--- src/rtl/mpr_cal_pkg.sv ---
package mpr_cal_pkg;

  // Command encodings, {CS#, RAS#, CAS#, WE#}
  localparam logic [3:0] CMD_NOP  = 4'b0111;
  localparam logic [3:0] CMD_READ = 4'b0101;
  localparam logic [3:0] CMD_PRE  = 4'b0010;
  localparam logic [3:0] CMD_MRS  = 4'b0000;

  // Address bit positions the device decodes
  localparam int BIT_MPR_SEL = 2;   // MPR enable on MRS, nibble select on read
  localparam int BIT_AP      = 10;  // all-bank precharge / auto-precharge
  localparam int BIT_BC_N    = 12;  // burst chop, active low

  localparam int MR3_BANK = 3;

  typedef enum logic [2:0] {
    OP_NOP,
    OP_PREA,
    OP_MRS_ON,
    OP_RD_LO,
    OP_RD_HI,
    OP_MRS_OFF
  } mpr_op_e;

  typedef enum logic [2:0] {
    ST_IDLE,
    ST_W_RP,
    ST_W_MOD_ON,
    ST_W_CCD,
    ST_W_DRAIN,
    ST_W_MOD_OFF
  } mpr_state_e;

endpackage

--- src/rtl/mpr_wait_timer.sv ---
module mpr_wait_timer #(
  parameter int LIMIT = 4
) (
  input  logic clk,
  input  logic rst,
  input  logic load,
  output logic expired
);
  localparam int CW = (LIMIT < 1) ? 1 : $clog2(LIMIT + 1);
  localparam logic [CW-1:0] RELOAD = CW'(LIMIT - 1);

  logic [CW-1:0] cnt_q;

  always_ff @(posedge clk) begin
    if (rst)
      cnt_q <= '0;
    else if (load)
      cnt_q <= RELOAD;
    else if (cnt_q != '0)
      cnt_q <= cnt_q - 1'b1;
  end

  assign expired = (cnt_q == '0);


  reload_after_expiry_chk: assert property (@(posedge clk) disable iff (rst)
    load |-> (cnt_q == '0));


  counts_down_chk: assert property (@(posedge clk) disable iff (rst)
    (!load && cnt_q != '0) |=> (cnt_q == $past(cnt_q) - 1'b1));

endmodule

--- src/rtl/mpr_seq_ctrl.sv ---
module mpr_seq_ctrl
  import mpr_cal_pkg::*;
(
  input  logic    clk,
  input  logic    rst,
  input  logic    start,
  input  logic    rp_exp,
  input  logic    mod_exp,
  input  logic    ccd_exp,
  input  logic    drain_exp,
  output mpr_op_e op,
  output logic    ld_rp,
  output logic    ld_mod,
  output logic    ld_ccd,
  output logic    ld_drain,
  output logic    fin
);
  mpr_state_e state_q, state_d;

  always_comb begin
    state_d  = state_q;
    op       = OP_NOP;
    ld_rp    = 1'b0;
    ld_mod   = 1'b0;
    ld_ccd   = 1'b0;
    ld_drain = 1'b0;
    fin      = 1'b0;
    unique case (state_q)
      ST_IDLE: if (start) begin
        op      = OP_PREA;
        ld_rp   = 1'b1;
        state_d = ST_W_RP;
      end
      ST_W_RP: if (rp_exp) begin
        op      = OP_MRS_ON;
        ld_mod  = 1'b1;
        state_d = ST_W_MOD_ON;
      end
      ST_W_MOD_ON: if (mod_exp) begin
        op      = OP_RD_LO;
        ld_ccd  = 1'b1;
        state_d = ST_W_CCD;
      end
      ST_W_CCD: if (ccd_exp) begin
        op       = OP_RD_HI;
        ld_drain = 1'b1;
        state_d  = ST_W_DRAIN;
      end
      ST_W_DRAIN: if (drain_exp) begin
        op      = OP_MRS_OFF;
        ld_mod  = 1'b1;
        state_d = ST_W_MOD_OFF;
      end
      ST_W_MOD_OFF: if (mod_exp) begin
        fin     = 1'b1;
        state_d = ST_IDLE;
      end
      default: state_d = ST_IDLE;
    endcase
  end

  always_ff @(posedge clk) begin
    if (rst) state_q <= ST_IDLE;
    else     state_q <= state_d;
  end


  busy_start_ignored_chk: assert property (@(posedge clk) disable iff (rst)
    (state_q != ST_IDLE) |-> (op != OP_PREA));


  fin_only_after_exit_chk: assert property (@(posedge clk) disable iff (rst)
    fin |-> (state_q == ST_W_MOD_OFF));

endmodule

--- src/rtl/mpr_cmd_build.sv ---
module mpr_cmd_build
  import mpr_cal_pkg::*;
#(
  parameter int BA_W   = 3,
  parameter int ADDR_W = 16
) (
  input  mpr_op_e           op,
  output logic [3:0]        cmd,
  output logic [BA_W-1:0]   ba,
  output logic [ADDR_W-1:0] addr
);
  always_comb begin
    cmd  = CMD_NOP;
    ba   = '0;
    addr = '0;
    unique case (op)
      OP_PREA: begin
        cmd          = CMD_PRE;
        addr[BIT_AP] = 1'b1;
      end
      OP_MRS_ON: begin
        cmd               = CMD_MRS;
        ba                = BA_W'(MR3_BANK);
        addr[BIT_MPR_SEL] = 1'b1;
      end
      OP_MRS_OFF: begin
        cmd = CMD_MRS;
        ba  = BA_W'(MR3_BANK);
      end
      OP_RD_LO: begin
        cmd            = CMD_READ;
        addr[BIT_BC_N] = 1'b0;  // chop to four beats
      end
      OP_RD_HI: begin
        cmd               = CMD_READ;
        addr[BIT_BC_N]    = 1'b0;
        addr[BIT_MPR_SEL] = 1'b1;
      end
      default: ;
    endcase
  end
endmodule

--- src/rtl/mpr_rdcal_seq.sv ---
module mpr_rdcal_seq
  import mpr_cal_pkg::*;
#(
  parameter int BA_W   = 3,
  parameter int ADDR_W = 16,   // must be at least 13
  parameter int T_RP   = 6,
  parameter int T_MOD  = 12,
  parameter int T_CCD  = 4,
  parameter int RD_LAT = 11,
  parameter int T_MPRR = 1
) (
  input  logic              clk,
  input  logic              rst,
  input  logic              start,
  output logic [3:0]        cmd_n,
  output logic [BA_W-1:0]   bank,
  output logic [ADDR_W-1:0] addr,
  output logic              done
);
  localparam int BC4_CYC = 2;
  localparam int T_DRAIN = RD_LAT + BC4_CYC + T_MPRR;

  mpr_op_e           op;
  logic              ld_rp, ld_mod, ld_ccd, ld_drain, fin;
  logic              rp_exp, mod_exp, ccd_exp, drain_exp;
  logic [3:0]        cmd_d;
  logic [BA_W-1:0]   ba_d;
  logic [ADDR_W-1:0] addr_d;

  mpr_seq_ctrl u_ctrl (
    .clk(clk), .rst(rst), .start(start),
    .rp_exp(rp_exp), .mod_exp(mod_exp), .ccd_exp(ccd_exp), .drain_exp(drain_exp),
    .op(op), .ld_rp(ld_rp), .ld_mod(ld_mod), .ld_ccd(ld_ccd), .ld_drain(ld_drain),
    .fin(fin)
  );

  mpr_wait_timer #(.LIMIT(T_RP))    u_t_rp    (.clk(clk), .rst(rst), .load(ld_rp),    .expired(rp_exp));
  mpr_wait_timer #(.LIMIT(T_MOD))   u_t_mod   (.clk(clk), .rst(rst), .load(ld_mod),   .expired(mod_exp));
  mpr_wait_timer #(.LIMIT(T_CCD))   u_t_ccd   (.clk(clk), .rst(rst), .load(ld_ccd),   .expired(ccd_exp));
  mpr_wait_timer #(.LIMIT(T_DRAIN)) u_t_drain (.clk(clk), .rst(rst), .load(ld_drain), .expired(drain_exp));

  mpr_cmd_build #(.BA_W(BA_W), .ADDR_W(ADDR_W)) u_build (
    .op(op), .cmd(cmd_d), .ba(ba_d), .addr(addr_d)
  );

  always_ff @(posedge clk) begin
    if (rst) begin
      cmd_n <= CMD_NOP;
      bank  <= '0;
      addr  <= '0;
      done  <= 1'b0;
    end else begin
      cmd_n <= cmd_d;
      bank  <= ba_d;
      addr  <= addr_d;
      done  <= fin;
    end
  end


  done_single_cycle_chk: assert property (@(posedge clk) disable iff (rst)
    done |=> !done);


  mrs_targets_mr3_chk: assert property (@(posedge clk) disable iff (rst)
    (cmd_n == CMD_MRS) |-> (bank == BA_W'(MR3_BANK)));


  read_chop_low_bits_chk: assert property (@(posedge clk) disable iff (rst)
    (cmd_n == CMD_READ) |-> (addr[BIT_BC_N] == 1'b0 && addr[1:0] == 2'b00 && addr[BIT_AP] == 1'b0));


  pre_all_banks_chk: assert property (@(posedge clk) disable iff (rst)
    (cmd_n == CMD_PRE) |-> addr[BIT_AP]);


  reset_to_nop_chk: assert property (@(posedge clk) disable iff (rst)
    $past(rst) |-> (cmd_n == CMD_NOP && !done));


  nop_bus_quiet_chk: assert property (@(posedge clk) disable iff (rst)
    (cmd_n == CMD_NOP) |-> (bank == '0 && addr == '0));

endmodule

--- config.mk ---
export PLATFORM = sky130hd
export DESIGN_NAME = mpr_rdcal_seq
export DESIGN_NICKNAME = d
export VERILOG_FILES = /design/src/rtl/mpr_cal_pkg.sv /design/src/rtl/mpr_wait_timer.sv /design/src/rtl/mpr_seq_ctrl.sv /design/src/rtl/mpr_cmd_build.sv /design/src/rtl/mpr_rdcal_seq.sv
export SDC_FILE = /design/constraint.sdc
export NUM_CORES = 1
export LEC_CHECK = 0
export BUFFER_PORTS_ARGS = -buffer_cell sky130_fd_sc_hd__buf_2
export CAP_MARGIN = 20
export CORE_ASPECT_RATIO = 1.1
export CORE_MARGIN = 5
export CORE_UTILIZATION = 35
export CTS_CLUSTER_SIZE = 14
export DETAILED_ROUTE_END_ITERATION = 12
export GPL_ROUTABILITY_DRIVEN = 0
export GPL_TIMING_DRIVEN = 1
export SYNTH_ARGS = -nofsm -noshare
export SYNTH_HDL_FRONTEND = slang
export SYNTH_SLANG_ARGS = --single-unit
--- constraint.sdc ---
create_clock -name clk -period 1.55 [get_ports clk]
set_input_delay 0.0775 -clock clk [delete_from_list [all_inputs] [get_ports clk]]
set_output_delay 0.0775 -clock clk [all_outputs]
set_load 0.01 [all_outputs]
==> impl_metrics.tcl, run 1 <==
set metrics [dict create \
    outcome "finished, final reports clean" \
    fillers 382 \
    synth_area_per_cell_um2 8.94 \
    finalNonFillerCells 202 \
    synth_seq_cells 23 \
    clk_pin_slew_ps 120 \
    final_common_cell "dfxtp_1" \
    cts_sinks 23 \
    power_w 0.00278 \
    ys_seq_area_frac 0.365 \
    grt_usage 0.0933 \
    clock_latency_ps 300 \
    grt_max_degree 25 \
    die_y_um 72.9 \
    avgRoutedWirePerCell_um 11.0 \
    end_kind "flip-flop" \
    drive_gt1_frac 0.227 \
    via_per_inst 4.51 \
    fp-row-count 22 \
    h-tree-depth 1 \
    crit_fanout 11 \
    dp_cells 196 \
    dieWidth_um 67.2 \
    p_per_area_nw_per_um2 2060 \
    maxSlewViolCount 0 \
    initial_utilization 0.369 \
    synthDistinctLibCells 42 \
    drt_first_pass_iters 4 \
    setup_viol 0 \
    maxCapViolCount 0 \
    fin_crit_sh 0.949 \
    antenna_cells 0 \
    fin_setup_tns_ps 0 \
    skew_ps 0.987 \
    num_io_pins 27 \
    grt_pass1_wl_um 3540 \
    synthArstFlopShare 0 \
    hold_path_class "input port to flip-flop" \
    hold_buffers 0 \
    area_growth_pct 7.05 \
    final_antenna_net_count 0 \
    cts_root_buf "clkbuf_4" \
    final_cell_mix "23 x dfxtp_1, 16 x a21oi_1, 16 x conb_1" \
    core_area_um2 3410 \
    hp-start "start" \
    rr_worst_depth 4 \
    final_core_util 0.395 \
    via_count 912 \
    synth-main-ff-cell "dfxtp_1" \
    antenna_found_initial 0 \
    r2r-start "u_ctrl.state_q[2]" \
    layout_min_cycle_time_ps 1470 \
    synth_warnings 0 \
    holdPathEnd "cmd_n[1]" \
    syn_area_um2 1260 \
    totalWireLength_um 2230 \
    io_buffer_count 10 \
    tritoncts "built" \
    nets 164 \
    min_path_cells 5 \
    cts_max_path_buffers 2 \
    dieArea_um2 4900 \
    cp-start-kind "flip-flop" \
    grt-ovfl-total 0 \
    synthCells 141 \
    post-dp-hpwl_um 1610 \
    r2r_slack_ps 80 \
    cp.required_ps 1750 \
    critical_path.reg2reg.endpoint "u_ctrl.state_q[0]" \
    grt_pass1_vias 828 \
    cp.arrival_ps 1670 \
    finalHoldViolations 0 \
    synth_edf_count 0 \
    power.leakage_nw 0.581 \
    drt_iter0_markers 38 \
    crit_type "flip-flop to flip-flop" \
    fmaxAchievable_mhz 680 \
    vdd_ir_drop_max_v 0.000611 \
    route.detailed.drc 0 \
    cts_inserted_buffers 3 \
]
[sequential cells by signal, indices dropped and copies added, names as in the netlist]
name             cells
u_t_rp.cnt_q         3
u_t_ccd.cnt_q        3
done                 1
addr                 2
bank                 1
u_ctrl.state_q       3
cmd_n                2
u_t_mod.cnt_q        4
u_t_drain.cnt_q      4
[stage by stage]
step	hold WS, ps	cell area (um^2)	setup slack, ps
after floorplan	255	1320	91.3
after global placement	476	1290	82.6
after detailed placement	472	1290	16.2
after CTS	155	1320	18.2
after global routing	186	1350	-0.484
final	168	1350	79.1
[cells in the mapped netlist (2+ instances only)]
master	count	area (um^2)
o21ai_0	3	15.0
ha_1	6	75.1
dfxtp_1	23	460
buf_4	19	143
clkbuf_8	2	27.5
nand3_1	2	10.0
a21oi_1	16	80.1
mux2i_1	2	20.0
nor2_1	9	33.8
nand3b_1	2	15.0
xor2_1	2	17.5
inv_1	9	33.8
nor3_1	4	20.0
nor2b_1	2	12.5
mux2_2	2	22.5
xnor2_1	2	17.5
o2bb2ai_1	2	17.5
clkbuf_1	3	11.3
nand2_1	7	26.3
nand2b_1	2	12.5
[logic make-up (layout without fill, tap and decap cells)]
family / after synthesis / count (layout) / share of synthesized area
XOR/XNOR: 4 / 4 / 0.0278
buffers and inverters: 33 / 31 / 0.171
flip-flops: 23 / 23 / 0.365
multiplexers: 4 / 4 / 0.0338
other: 1 / 16 / 0.00298
adder cells (fa/ha/maj): 6 / 6 / 0.0596
AND/OR/NAND/NOR: 39 / 39 / 0.185
AO/OA/AOI/OAI: 31 / 31 / 0.155
[final cells by class]
cell class	count	area, um^2	share of cell area
inverter	9	33.8	0.0250
timing repair buffer	18	110	0.0816
clock buffer	4	26.3	0.0195
multi-input combinational	100	658	0.488
sequential	23	460	0.341
tap	48	60.1	0.0445
[how the worst max path moves through the flow]
stage | start | to | slack (ps)
6_report | u_ctrl.state_q[2] | u_ctrl.state_q[0] | 80
5_1_grt | u_t_drain.cnt_q[0] | cmd_n[0] | -0.5
4_1_cts | u_t_ccd.cnt_q[0] | u_ctrl.state_q[0] | 20
3_5_place_dp | u_t_drain.cnt_q[0] | cmd_n[0] | 20
3_3_place_gp | u_t_ccd.cnt_q[0] | u_ctrl.state_q[0] | 80
2_1_floorplan | u_t_rp.cnt_q[0] | cmd_n[0] | 90
[where the power goes]
group | internal [W] | switching [W] | total, W | leakage, nW
clock network | 0.000100 | 0.000171 | 0.000271 | 0.0150
registers | 0.000798 | 0.000162 | 0.000960 | 0.189
logic | 0.000764 | 0.000789 | 0.00155 | 0.377
total | 0.00166 | 0.00112 | 0.00278 | 0.581
[critical path, stage by stage, from the launching register on]
cell	delay, ps
dfxtp_1	440
or4_1	590
o31ai_2	120
a21oi_1	90
o2bb2ai_1	140
[routing by layer]
layer  global-route usage  up-vias  wire (um)
met5                    0        -          0
met4               0.0405        0         32
met3               0.0231        2        104
met2                0.156       15       1100
met1                0.112      424        991
li1                     -      471          -
[timing repair]
| item | in CTS | in global routing |
|---|---|---|
| gates resized for setup | 1 | 3 |
| gates cloned | 0 | 0 |
| buffers inserted | 0 | 2 |
| setup endpoints to repair | 2 | 8 |
| pin swaps | 0 | 2 |
Note: power is estimated with default switching activity, not from simulation.
==> inputs of run 2 (changes only) <==
--- a/config.mk
+++ b/config.mk
@@ -14,6 +14,8 @@
 export DETAILED_ROUTE_END_ITERATION = 12
 export GPL_ROUTABILITY_DRIVEN = 0
 export GPL_TIMING_DRIVEN = 1
+export PLACE_DENSITY_LB_ADDON = 0.12
+export SETUP_SLACK_MARGIN = 0.5
 export SYNTH_ARGS = -nofsm -noshare
 export SYNTH_HDL_FRONTEND = slang
 export SYNTH_SLANG_ARGS = --single-unit
==> run 2 against run 1 <==
Hold slack improved by 25 ps. Global-route usage increased by 2.2 points. First-iteration DRC count decreased by 39%. Die area unchanged. Clock power increased by 2%. Combinational power increased by 63%. Sequential cell count unchanged. Power increased by 38%. Register-to-register slack improved by 70 ps. Final cell count increased by 7.4%. Clock skew about the same. Sequential share of layout area decreased by 5.4 points. Critical endpoint unchanged.
==> impl_metrics.tcl, run 2 (synthesized netlist as in run 1, its figures left out) <==
set metrics [dict create \
    outcome "finished, final reports clean" \
    cp.arrival_ps 1610 \
    num_io_pins 27 \
    skew_ps 1.24 \
    p_sw_w 0.00149 \
    final_core_util 0.496 \
    rsz0062_at_grt "true" \
    dr_wl_met3_um 57 \
    wl_met2_um 1450 \
    rr_worst_depth 7 \
    fin_setup_tns_ps 0 \
    p_per_area_nw_per_um2 2260 \
    drt-met1-wl_um 1110 \
    h-tree-depth 1 \
    cp.required_ps 1760 \
    fmaxAchievable_mhz 712 \
    crit_type "flip-flop to flip-flop" \
    maxCapViolCount 0 \
    final_antenna_net_count 0 \
    antenna_cells 0 \
    maxSlewViolCount 0 \
    cts_inserted_buffers 3 \
    die_y_um 72.9 \
    final_cell_mix "16 x conb_1, 14 x buf_4, 10 x a21oi_1, 10 x dfxtp_1, 10 x buf_2" \
    grt_pass1_wl_um 4350 \
    post-dp-hpwl_um 1630 \
    layout_min_cycle_time_ps 1410 \
    crit_fanout 3 \
    finalHoldViolations 0 \
    r2r_slack_ps 140 \
    top_regs "u_t_drain.cnt_q x4, u_t_mod.cnt_q x4" \
    seqPwrFrac 0.268 \
    fin_crit_sh 0.906 \
    initial_utilization 0.369 \
    relSlewSlack 0.657 \
    tritoncts "built" \
    p_sw_frac 0.387 \
    p_int_w 0.00235 \
    nets 179 \
    tightest_slew_ps 514 \
    core_area_um2 3410 \
    drt_first_pass_iters 4 \
    avgRoutedWirePerCell_um 12.1 \
    via_per_inst 4.47 \
    totalWireLength_um 2630 \
    cts_root_buf "clkbuf_4" \
    clock_latency_ps 300 \
    grt-ovfl-total 0 \
    dieWidth_um 67.2 \
    io_buffer_count 10 \
    fp-row-count 22 \
    power.leakage_nw 0.717 \
    area_growth_pct 34.4 \
    grt_usage 0.115 \
    grt_pass1_vias 953 \
    final_common_cell "conb_1" \
    setup_viol 0 \
    clk_pin_slew_ps 130 \
    cts_sinks 23 \
    min_path_cells 3 \
    cts_max_path_buffers 2 \
    drt_iter0_markers 23 \
    via_count 971 \
    top_layer "met4" \
    route.detailed.drc 0 \
    grt_max_degree 25 \
    hold_path_class "input port to flip-flop" \
    drive_gt1_frac 0.538 \
    dieArea_um2 4900 \
    end_kind "flip-flop" \
    antenna_found_initial 0 \
    combPwrFrac 0.660 \
    cp-start-kind "flip-flop" \
    clockPowerShare 0.072 \
    vdd_ir_drop_max_v 0.000825 \
]
## run 2: final timing paths
check	start	endpoint
max	u_t_drain.cnt_q[1]	u_ctrl.state_q[0]
min	start	addr[10]
max reg2reg	u_t_drain.cnt_q[1]	u_ctrl.state_q[0]
min reg2reg	u_ctrl.state_q[2]	u_ctrl.state_q[1]
## run 2: worst max-delay path, cell delays in order, from the launching register on
cell,delay [ps]
dfxtp_2,360
inv_2,40
ha_4,150
nor3b_4,160
buf_4,140
o31ai_4,250
a21oi_2,70
o2bb2ai_1,130
## run 2: metal layers
| layer | vias to the layer above | global-route usage |
|---|---|---|
| met5 | - | 0 |
| met4 | 0 | 0.0338 |
| met3 | 2 | 0.0185 |
| met2 | 5 | 0.199 |
| met1 | 460 | 0.145 |
| li1 | 504 | - |
## run 2: power by group through the flow
stage	logic (W)	registers [W]	clock network [W]
2_1_floorplan	0.00130	0.000993	0
3_3_place_gp	0.00150	0.000997	0
3_5_place_dp	0.00153	0.00100	0
4_1_cts	0.00225	0.00101	0.000302
5_1_grt	0.00274	0.00106	0.000330
6_report	0.00253	0.00103	0.000277
## run 2: final cells by class
class,instances,area (um^2)
sequential,23,487
clock buffer,3,22.5
inverter,9,33.8
fill,345,1720
tap,48,60.1
multi-input combinational,100,828
timing repair buffer,33,256
clock inverter,1,5.00
## run 2: repair_timing
action | CTS | global route
hold endpoints to repair | 0 | 0
hold buffers | 0 | 0
setup buffers | 13 | 5
resized for setup | 34 | 19
gates cloned | 1 | 0
pin swaps | 19 | 13
endpoints found under the setup margin | 23 | 23
## run 2: through the flow
step                worst slack [ps]  total power [W]  instance area, um^2  hold slack, ps  instances
finish                           145          0.00383                 1690             193        217
global route                     101          0.00414                 1690             193        217
CTS                              147          0.00356                 1590             171        212
detailed placement              61.4          0.00253                 1330             480        194
global placement                94.5          0.00250                 1330             476        194
floorplan                        241          0.00229                 1390             259        156
==> inputs of run 3 (changes only) <==
--- a/config.mk
+++ b/config.mk
@@ -5,11 +5,12 @@
 export SDC_FILE = /design/constraint.sdc
 export NUM_CORES = 1
 export LEC_CHECK = 0
+export ABC_AREA = 1
 export BUFFER_PORTS_ARGS = -buffer_cell sky130_fd_sc_hd__buf_2
 export CAP_MARGIN = 20
 export CORE_ASPECT_RATIO = 1.1
 export CORE_MARGIN = 5
-export CORE_UTILIZATION = 35
+export CORE_UTILIZATION = 30
 export CTS_CLUSTER_SIZE = 14
 export DETAILED_ROUTE_END_ITERATION = 12
 export GPL_ROUTABILITY_DRIVEN = 0
==> run 3 against run 2 <==
Fmax is 6.9% higher. Sequential power hardly changed. Clock-buffer cell count is 1 higher. Highest routed layer unchanged.
==> impl_metrics.tcl, run 3 <==
set metrics [dict create \
    drive_gt1_frac 0.447 \
    dp_cells 226 \
    synth_area_leaders "dfxtp_1 37%, buf_4 11%, inv_1 7.9%, nand2_1 7.6%, ha_1 6.1%" \
    fillers 416 \
    synthDistinctLibCells 25 \
    grt_max_degree 16 \
    multi_input_area_um2 795 \
    antenna_cells 0 \
    via_per_inst 4.38 \
    final_antenna_net_count 0 \
    io_buffer_count 10 \
    core_area_um2 3960 \
    p_int_w 0.00224 \
    nets 209 \
    fp-row-count 24 \
    top_regs "u_t_drain.cnt_q x4, u_t_mod.cnt_q x4" \
    crit_type "flip-flop to flip-flop" \
    cp-start-kind "flip-flop" \
    cp.required_ps 1710 \
    maxCapViolCount 0 \
    p_sw_w 0.00165 \
    area_growth_pct 41.8 \
    crit_fanout 5 \
    hold_ws_ps 197 \
    final_common_cell "inv_1" \
    regArea_um2 479 \
    fin_crit_sh 0.848 \
    synthCells 168 \
    synth_seq_cells 23 \
    die_y_um 77.2 \
    antenna_found_initial 0 \
    fmaxAchievable_mhz 761 \
    hold_buffers 0 \
    p_sw_frac 0.424 \
    synth.most_common_cell "inv_1" \
    ys_top_cells_by_count "26 x inv_1, 25 x nand2_1, 23 x dfxtp_1" \
    outcome "finished, final reports clean" \
    combPwrFrac 0.642 \
    ys_seq_area_frac 0.374 \
    cts_root_buf "clkbuf_8" \
    hold_path_class "input port to flip-flop" \
    end_kind "flip-flop" \
    layout_min_cycle_time_ps 1310 \
    initial_utilization 0.310 \
    clockPowerShare 0.095 \
    vdd_ir_drop_max_v 0.000851 \
    skew_ps 5.45 \
    avgRoutedWirePerCell_um 11.3 \
    tritoncts "built" \
    dieArea_um2 5480 \
    dieWidth_um 71.1 \
    finalNonFillerCells 251 \
    cts_max_path_buffers 2 \
    drt_first_pass_iters 4 \
    grt_pass1_wl_um 4510 \
    via_count 1099 \
    synthArstFlopShare 0 \
    clk_pin_slew_ps 80 \
    clock_latency_ps 260 \
    grt_pass1_vias 1047 \
    seqPwrFrac 0.263 \
    syn_area_um2 1230 \
    yosysTopAreaCell "dfxtp_1" \
    finalHoldViolations 0 \
    synth_warnings 0 \
    setup_viol 0 \
    grt_usage 0.101 \
    p_per_area_nw_per_um2 2230 \
    rsz0062_at_grt "true" \
    synth_edf_count 0 \
    totalWireLength_um 2840 \
    synth-main-ff-cell "dfxtp_1" \
    power.leakage_nw 0.817 \
    cp.arrival_ps 1480 \
    grt-ovfl-total 0 \
    final_cell_mix "17 x inv_1, 16 x conb_1, 15 x nand2_1, 15 x buf_4, 14 x dfxtp_1" \
    num_io_pins 27 \
    drt_iter0_markers 29 \
    fin_setup_tns_ps 0 \
    synth_area_per_cell_um2 7.32 \
    maxSlewViolCount 0 \
    h-tree-depth 1 \
    post-dp-hpwl_um 1880 \
    route.detailed.drc 0 \
    cts_sinks 23 \
    synth_top_area_frac 0.374 \
    cts_inserted_buffers 3 \
]
[run 3: cell types whose count changed in the layout (fill, tap and decap cells not counted), moves of 5 or more]
cell	delta
a21oi_2	-5
inv_1	+14
inv_4	+5
nand2_1	+8
nand2_2	+7
nand3_1	+6
nor2_4	+9
[run 3: layout make-up]
class,count,share of cell area
clock buffers,4,0.0258
well taps,52,0.0373
repair buffers,31,0.137
multi-input cells,112,0.456
inverters,29,0.0696
flip-flops and latches,23,0.275
[run 3: power groups by stage]
| stage | sequential (W) | clock, W | combinational [W] |
|---|---|---|---|
| final | 0.00102 | 0.000370 | 0.00249 |
| after global routing | 0.00105 | 0.000415 | 0.00274 |
| after CTS | 0.000969 | 0.000389 | 0.00179 |
| after detailed placement | 0.000967 | 0 | 0.00150 |
| after global placement | 0.000961 | 0 | 0.00149 |
| after floorplan | 0.000955 | 0 | 0.00125 |
[run 3: layer usage]
| metal | up-vias | global-route usage | share of wire |
|---|---|---|---|
| met1 | 508 | 0.104 | 0.38 |
| met5 | - | 0 | 0 |
| met4 | 0 | 0.0414 | 0.024 |
| met2 | 21 | 0.194 | 0.56 |
| li1 | 562 | - | - |
| met3 | 8 | 0.0196 | 0.037 |
[run 3: final timing paths]
kind         slack, ps            endpoint  cells past startpoint        startpoint
max reg2reg        240   u_ctrl.state_q[2]                     10   u_t_rp.cnt_q[1]
min                200  u_t_drain.cnt_q[2]                      2               rst
min reg2reg        540    u_t_mod.cnt_q[3]                      2  u_t_mod.cnt_q[3]
max                240   u_ctrl.state_q[2]                     10   u_t_rp.cnt_q[1]
[run 3: what timing repair did]
item	CTS	global route
pin swaps	11	11
gates resized for setup	20	44
buffers inserted	8	13
endpoints found under the setup margin	22	22
[run 3: logic make-up (layout without fill, tap and decap cells)]
logic type | Yosys count | in the layout | share of synthesized area
AO/OA/AOI/OAI | 23 | 23 | 0.104
XOR/XNOR | 5 | 5 | 0.0356
adder cells (fa/ha/maj) | 6 | 6 | 0.0610
buffers and inverters | 48 | 64 | 0.201
flip-flops | 23 | 23 | 0.374
other | 1 | 16 | 0.00305
AND/OR/NAND/NOR | 62 | 62 | 0.221
[run 3: worst max-delay path: stages (launching register included)]
cell and delay (ps):
dfxtp_2 330, inv_2 60, ha_4 140, ha_4 150, inv_4 40, nand4_1 100, nand2_2 80, nor2_4 120
nand3_1 90, nand2_1 60, nor2_1 40
[run 3: metrics by stage]
step	area, um^2	worst slack, ps	util	power, W
floorplan	1360	306	-	0.00221
global placement	1330	180	0.336	0.00245
detailed placement	1330	169	0.336	0.00246
CTS	1480	202	0.374	0.00315
global route	1740	123	0.440	0.00421
finish	1740	235	0.440	0.00388
